<file path="src/rtl/lbist_pkg.sv">
package lbist_pkg;
  localparam int LFSR_W = 4;
  localparam int PERIOD = (1 << LFSR_W) - 1;
  localparam logic [LFSR_W-1:0] SEED = 4'b0001;
  // right-shifting register: next = {^(state & TAPS), state[3:1]}
  localparam logic [LFSR_W-1:0] TAPS = 4'b0011;

  typedef struct packed {
    logic sel;      // route generator to circuit inputs
    logic seed;     // reload generator
    logic step;     // advance generator
    logic clear;    // zero signature and result
    logic capture;  // fold response into signature
    logic finish;   // latch comparison result
  } strobe_t;
endpackage

</file>
<file path="src/rtl/lbist_lfsr.sv">
module lbist_lfsr
  import lbist_pkg::*;
(
  input  logic              clk,
  input  logic              rstN,
  input  logic              seedLoad,
  input  logic              step,
  output logic [LFSR_W-1:0] state
);
  logic fb;
  logic [LFSR_W-1:0] nextState;

  always_comb begin
    fb = ^(state & TAPS);
    nextState = {fb, state[LFSR_W-1:1]};
    if (nextState == '0) nextState = SEED;
  end

  always_ff @(posedge clk or negedge rstN) begin
    if (!rstN) state <= SEED;
    else if (seedLoad) state <= SEED;
    else if (step) state <= nextState;
  end

  AST_LFSR_NONZERO: assert property (@(posedge clk) disable iff (!rstN) state != '0);
endmodule

</file>
<file path="src/rtl/lbist_misr.sv">
module lbist_misr #(
  parameter int W = 8,
  parameter logic [W-1:0] POLY = 8'h1D
) (
  input  logic         clk,
  input  logic         rstN,
  input  logic         clear,
  input  logic         capture,
  input  logic [W-1:0] resp,
  output logic [W-1:0] sig,
  output logic [W-1:0] sigNext
);
  always_comb begin
    sigNext = {sig[W-2:0], 1'b0} ^ (sig[W-1] ? POLY : '0) ^ resp;
  end

  always_ff @(posedge clk or negedge rstN) begin
    if (!rstN) sig <= '0;
    else if (clear) sig <= '0;
    else if (capture) sig <= sigNext;
  end

  AST_SIG_CLEARED: assert property (@(posedge clk) disable iff (!rstN) clear |=> sig == '0);
endmodule

</file>
<file path="src/rtl/lbist_ctrl.sv">
module lbist_ctrl
  import lbist_pkg::*;
(
  input  logic    clk,
  input  logic    rstN,
  input  logic    start,
  output strobe_t ctl,
  output logic    running,
  output logic    done
);
  localparam int CNT_W = $clog2(PERIOD);
  localparam logic [CNT_W-1:0] LAST = CNT_W'(PERIOD - 1);

  logic [CNT_W-1:0] cnt;
  logic accept;
  logic lastCycle;

  always_comb begin
    accept = start && !running;
    lastCycle = running && (cnt == LAST);
    ctl.sel = running;
    ctl.seed = accept;
    ctl.clear = accept;
    ctl.step = running;
    ctl.capture = running;
    ctl.finish = lastCycle;
  end

  always_ff @(posedge clk or negedge rstN) begin
    if (!rstN) begin
      running <= 1'b0;
      cnt <= '0;
      done <= 1'b0;
    end else if (accept) begin
      running <= 1'b1;
      cnt <= '0;
      done <= 1'b0;
    end else if (lastCycle) begin
      running <= 1'b0;
      cnt <= '0;
      done <= 1'b1;
    end else if (running) begin
      cnt <= cnt + 1'b1;
    end
  end

  AST_DONE_AFTER_LAST: assert property (@(posedge clk) disable iff (!rstN) lastCycle |=> done && !running);
  AST_START_IGNORED: assert property (@(posedge clk) disable iff (!rstN) (running && start && !lastCycle) |=> running && $stable(done));
  AST_START_TAKEN: assert property (@(posedge clk) disable iff (!rstN) (start && !running) |=> running && !done);
endmodule

</file>
<file path="src/rtl/lbist_datapath.sv">
module lbist_datapath
  import lbist_pkg::*;
#(
  parameter int OUT_W = 8,
  parameter logic [OUT_W-1:0] POLY = 8'h1D,
  parameter logic [OUT_W-1:0] GOLDEN = '0
) (
  input  logic              clk,
  input  logic              rstN,
  input  strobe_t           ctl,
  input  logic [LFSR_W-1:0] sysIn,
  input  logic [OUT_W-1:0]  cutOut,
  output logic [LFSR_W-1:0] cutIn,
  output logic              pass
);
  logic [LFSR_W-1:0] pattern;
  logic [OUT_W-1:0] sig;
  logic [OUT_W-1:0] sigNext;

  lbist_lfsr uGen (
    .clk(clk), .rstN(rstN), .seedLoad(ctl.seed), .step(ctl.step), .state(pattern)
  );

  lbist_misr #(.W(OUT_W), .POLY(POLY)) uSig (
    .clk(clk), .rstN(rstN), .clear(ctl.clear), .capture(ctl.capture),
    .resp(cutOut), .sig(sig), .sigNext(sigNext)
  );

  always_comb cutIn = ctl.sel ? pattern : sysIn;

  always_ff @(posedge clk or negedge rstN) begin
    if (!rstN) pass <= 1'b0;
    else if (ctl.clear) pass <= 1'b0;
    else if (ctl.finish) pass <= (sigNext == GOLDEN);
  end

  AST_SEED_AT_START: assert property (@(posedge clk) disable iff (!rstN) $rose(ctl.sel) |-> pattern == SEED);
  AST_PASS_HELD: assert property (@(posedge clk) disable iff (!rstN) (!ctl.finish && !ctl.clear) |=> $stable(pass));
endmodule

</file>
<file path="src/rtl/lbist_top.sv">
module lbist_top
  import lbist_pkg::*;
#(
  parameter int OUT_W = 8,
  parameter logic [OUT_W-1:0] POLY = 8'h1D,
  parameter logic [OUT_W-1:0] GOLDEN = '0
) (
  input  logic              clk,
  input  logic              rstN,
  input  logic              start,
  input  logic [LFSR_W-1:0] sysIn,
  input  logic [OUT_W-1:0]  cutOut,
  output logic [LFSR_W-1:0] cutIn,
  output logic              bistOn,
  output logic              done,
  output logic              pass
);
  strobe_t ctl;

  lbist_ctrl uCtrl (
    .clk(clk), .rstN(rstN), .start(start), .ctl(ctl), .running(bistOn), .done(done)
  );

  lbist_datapath #(.OUT_W(OUT_W), .POLY(POLY), .GOLDEN(GOLDEN)) uDp (
    .clk(clk), .rstN(rstN), .ctl(ctl), .sysIn(sysIn), .cutOut(cutOut),
    .cutIn(cutIn), .pass(pass)
  );

  AST_PASS_NEEDS_DONE: assert property (@(posedge clk) disable iff (!rstN) !done |-> !pass);
endmodule

</file>
<file path="config.mk">
export PLATFORM = sky130hd
export DESIGN_NAME = lbist_top
export DESIGN_NICKNAME = d
export VERILOG_FILES = /design/src/rtl/lbist_pkg.sv /design/src/rtl/lbist_lfsr.sv /design/src/rtl/lbist_misr.sv /design/src/rtl/lbist_ctrl.sv /design/src/rtl/lbist_datapath.sv /design/src/rtl/lbist_top.sv
export SDC_FILE = /design/constraint.sdc
export NUM_CORES = 1
export LEC_CHECK = 0
export ABC_AREA = 1
export BUFFER_PORTS_ARGS = -buffer_cell sky130_fd_sc_hd__clkbuf_2
export CAP_MARGIN = 40
export CORE_MARGIN = 5
export CORE_UTILIZATION = 56
export CTS_CLUSTER_DIAMETER = 120
export DETAILED_ROUTE_END_ITERATION = 16
export GPL_TIMING_DRIVEN = 0
export PLACE_DENSITY = 0.82
export SLEW_MARGIN = 15
export SYNTH_ARGS = -nofsm -noshare
export SYNTH_HDL_FRONTEND = slang
export SYNTH_SLANG_ARGS = --single-unit
</file>
<file path="constraint.sdc">
create_clock -name clk -period 2.75 [get_ports clk]
set_input_delay 0.55 -clock clk [delete_from_list [all_inputs] [get_ports clk]]
set_output_delay 0.55 -clock clk [all_outputs]
set_load 0.01 [all_outputs]
</file>
==> results.md <==
- The combined global-route utilization of all metal layers is between 10% and 20%.
- The number of hold-slack violations in the final timing report is 0.
- The transition at the pin with the smallest max-transition slack is 0.474 ns.
- The post-cts sizing count is 0.
- In this run the remaining antenna-violating nets after routing total 0.
- In this run the mean area of a mapped cell was 7.23 um2.
- The finished layout holds 188 standard cells, fillers aside.
- STA classifies the critical path startpoint as a flop.
- The die width is about 52 um.
- The leading cell type in the layout, fill and taps excluded is sky130_fd_sc_hd__nand2_1.
- The tightest slew margin relative to the limit is 68.4%.
- The final period utilization is 68.8%.
- Of the total power, registers draw 43.1%.
- After the first detailed-routing iteration, the DRC count stood at 18.
- In this run the number of H-tree levels came out at 1.
- The die is 52.2 um tall.
- In this run the worst hold path is classified as input port to async pin.
- In the final timing run, aggregate negative setup slack is 0 ns.
- After clock tree synthesis, the clock-pin slew on the worst setup and hold paths is 0.10 ns.
- The combinational cell fraction of total power is around 45%.
- Including well taps, the total number of placed cells is 184.
- The number of sinks handled by clock tree synthesis is 19.
- The worst-skew pair later-pin latency is 0.29 ns.
- In this design, the stage delay of the slowest critical-path cell is 0.45 ns.
- Synthesis handed over a netlist of 138 instances.
- Max-cap violations in this run came to 0.
- In the final routed layout, each cell accounts on average for 10.7 um.
- Net switching is approximately 42% of the power.
- After synthesis the cells add up to about 1000 um2.
- TritonCTS built the clock tree.
- The total leakage power is roughly 0.67 nW.
- The cell type of the slowest stage on the worst timing path is sky130_fd_sc_hd__dfrtp_1.
- After legalization and detailed placement, the total HPWL measured 1.55 mm.
- The distinct cell type count of the synthesized netlist is 14.
- Setup repair after global routing left no endpoint under its margin.
- The sequential share of the synthesized area is 47.8%.
- The number of nets at the end of the flow is 181.
- The number of buffers inserted by port buffering is 21.
- The number of pins exceeding their max-slew limit in the final report is 0.
- Yosys printed 0 warnings.
- The first global-routing pass estimated 3.71 mm of wire.
- The cell sitting at the root of the clock tree is a sky130_fd_sc_hd__clkbuf_4.
- The number of nets in the synthesized netlist is 155.
- The number of antenna violations at the first check in global routing was 0.
- In this run the post-CTS setup repair buffer count came out at 0.
- On the final layout, the worst clock skew is 0.00277 ns.
- The standard cell core area is 0.00171 mm2.
- The kind of end point of the critical path is a primary output.
- The net switching power of the design is about 500 uW.
- In this run the power density over the cells is 1010 mW/mm2.
- Hold repair after CTS inserted 0 buffers.
- The critical path goes through inv_1 -> buf_2 -> nand2_1 -> o21ai_0 -> clkbuf_2.
- Along the worst path, the maximum fanout reaches 10.
- Across all layers, the routed design uses 924 vias.
- The overflow left after global routing is 0.
- The die covers 0.00272 mm2.
- The clock period could shrink to about 1.9 ns.
- Dividing the detail-routed via count by the number of cells gives about 4.9.
- The critical path data arrival time is 1.34 ns.
- The flow ran to the end, and the final reports show no timing, DRC or antenna violations.
- The library cells used most frequently in the layout, excluding fill and tap cells, are sky130_fd_sc_hd__nand2_1, sky130_fd_sc_hd__inv_1, sky130_fd_sc_hd__clkbuf_2, sky130_fd_sc_hd__dfrtp_1, sky130_fd_sc_hd__nor2_1.
- Synthesis inferred 19 register bits.
- 22 I/O pins were placed.
- Based on the critical path, the design can be clocked at up to 528 MHz.
- Entering global routing, the biggest net connects 20 pins.
- The start-to-end type of the worst setup path is flop to primary output.
- The number of diodes is 0.
- Of the cells placed in the final design, the portion with a size suffix greater than 1 is 17.2%.
- The initial utilization of the core area, before any placement, comes to between 50% and 60%.
- The maximum resistive drop on vdd is just under 0.6 mV.
- The cell row count is 15.
- The internal power of the cells is 673 uW.
- The via count of the first global-routing pass is 915.
- The clock passes through at most 2 buffers.
- Routability-driven placement finished with a final weighted congestion of 0.755.
- The first detailed-routing pass ran for 4 iterations.
- The CTS buffer count is 3.
- The remaining design rule violation count is 0.
- The sum of routed wire length over all layers is 2.02 mm.
- Setup violations remaining at the end of the flow were counted as 0.
- The growth of design area from synthesis to finish is 16.3%.
- STA puts the critical path data required time at 2.20 ns.
- Of the total power, the clock network draws 11.7%.
-- Yosys cell counts --
library cell | count | share of area (%)
sky130_fd_sc_hd__nand4_1 | 1 | 0.63
sky130_fd_sc_hd__nor2_1 | 16 | 6.0
sky130_fd_sc_hd__nand2_1 | 43 | 16
sky130_fd_sc_hd__dfrtp_1 | 18 | 45
sky130_fd_sc_hd__o21bai_1 | 1 | 0.75
sky130_fd_sc_hd__nand3_1 | 7 | 3.5
sky130_fd_sc_hd__buf_2 | 3 | 1.5
sky130_fd_sc_hd__o22ai_1 | 6 | 3.8
sky130_fd_sc_hd__o21ai_0 | 12 | 6.0
sky130_fd_sc_hd__inv_1 | 25 | 9.4
sky130_fd_sc_hd__xor2_1 | 1 | 0.88
sky130_fd_sc_hd__dfstp_2 | 1 | 2.6
sky130_fd_sc_hd__a21oi_1 | 2 | 1.0
sky130_fd_sc_hd__ha_1 | 2 | 2.5
-- per-layer routing --
metal	up-vias	global-route usage, %	routed length (um)
met4	0	6.81	12
met2	18	31.6	1060
met5	-	0	0
li1	477	-	-
met3	2	3.70	80
met1	427	22.1	863
-- stage by stage --
stage / hold WS, ns / instance area [um2] / power, mW / utilization (%) / worst slack, ns
floorplan: 0.254 / 997 / 0.876 / - / 1.24
global placement: 0.451 / 1130 / 1.01 / 66.4 / 1.20
finish: 0.196 / 1160 / 1.17 / 67.9 / 0.858
global route: 0.211 / 1160 / 1.30 / 67.9 / 0.632
detailed placement: 0.457 / 1130 / 1.04 / 66.4 / 1.17
CTS: 0.203 / 1160 / 1.18 / 67.9 / 0.831
-- registers in the layout (all words and copies together), names as in the netlist --
name / cells
uCtrl.cnt: 4
uCtrl.done: 1
uCtrl.running: 1
uDp.pass: 1
uDp.uGen.state: 4
uDp.uSig.sig: 8
-- worst max-delay path, delay by kind of cell (launching register included) --
kind	cells	cell delay [ns]
AO/OA/AOI/OAI	1	0.08
buffers and inverters	3	0.46
flip-flops	1	0.45
AND/OR/NAND/NOR	1	0.06
-- final timing paths --
kind,startpoint,to,slack (ns),cells after the start
setup reg to reg,uCtrl.cnt[0]$_DFFE_PN0P_,uCtrl.cnt[3]$_DFFE_PN0P_,1.36,7
max in group asynchronous,rstN,uDp.uGen.state[0]$_DFFE_PN1P_,2.21,1
min in group clk,uCtrl.cnt[3]$_DFFE_PN0P_,uCtrl.cnt[3]$_DFFE_PN0P_,0.47,1
hold reg to reg,uCtrl.cnt[3]$_DFFE_PN0P_,uCtrl.cnt[3]$_DFFE_PN0P_,0.47,1
setup / recovery,uCtrl.running$_DFFE_PN0P_,cutIn[2],0.86,5
hold / removal,rstN,uDp.uSig.sig[2]$_DFFE_PN0P_,0.20,1
-- layout make-up --
type	count	area, um2
fillers	153	548
flip-flops and latches	19	477
multi-input cells	91	412
repair buffers	21	105
inverters	25	93.8
well taps	25	31.3
clock buffers	4	26.3
plain buffers	3	15.0
-- logic make-up (layout without fill, tap and decap cells) --
group | count (synthesis) | in the layout | share of synthesized area (%)
simple gates | 67 | 67 | 26.3
xor+xnor | 1 | 1 | 0.878
compound gates | 21 | 21 | 11.5
buf+inv | 28 | 53 | 10.9
flops | 19 | 19 | 47.8
fa+ha+maj | 2 | 2 | 2.51
-- power by group through the flow --
| stage | Combinational, mW | Clock (mW) | Sequential (mW) |
|---|---|---|---|
| after floorplan | 0.382 | 0 | 0.494 |
| after global placement | 0.505 | 0 | 0.501 |
| after detailed placement | 0.528 | 0 | 0.507 |
| after CTS | 0.535 | 0.143 | 0.501 |
| after global routing | 0.624 | 0.157 | 0.521 |
| final | 0.527 | 0.137 | 0.503 |
(Power assumes the default switching activity.)
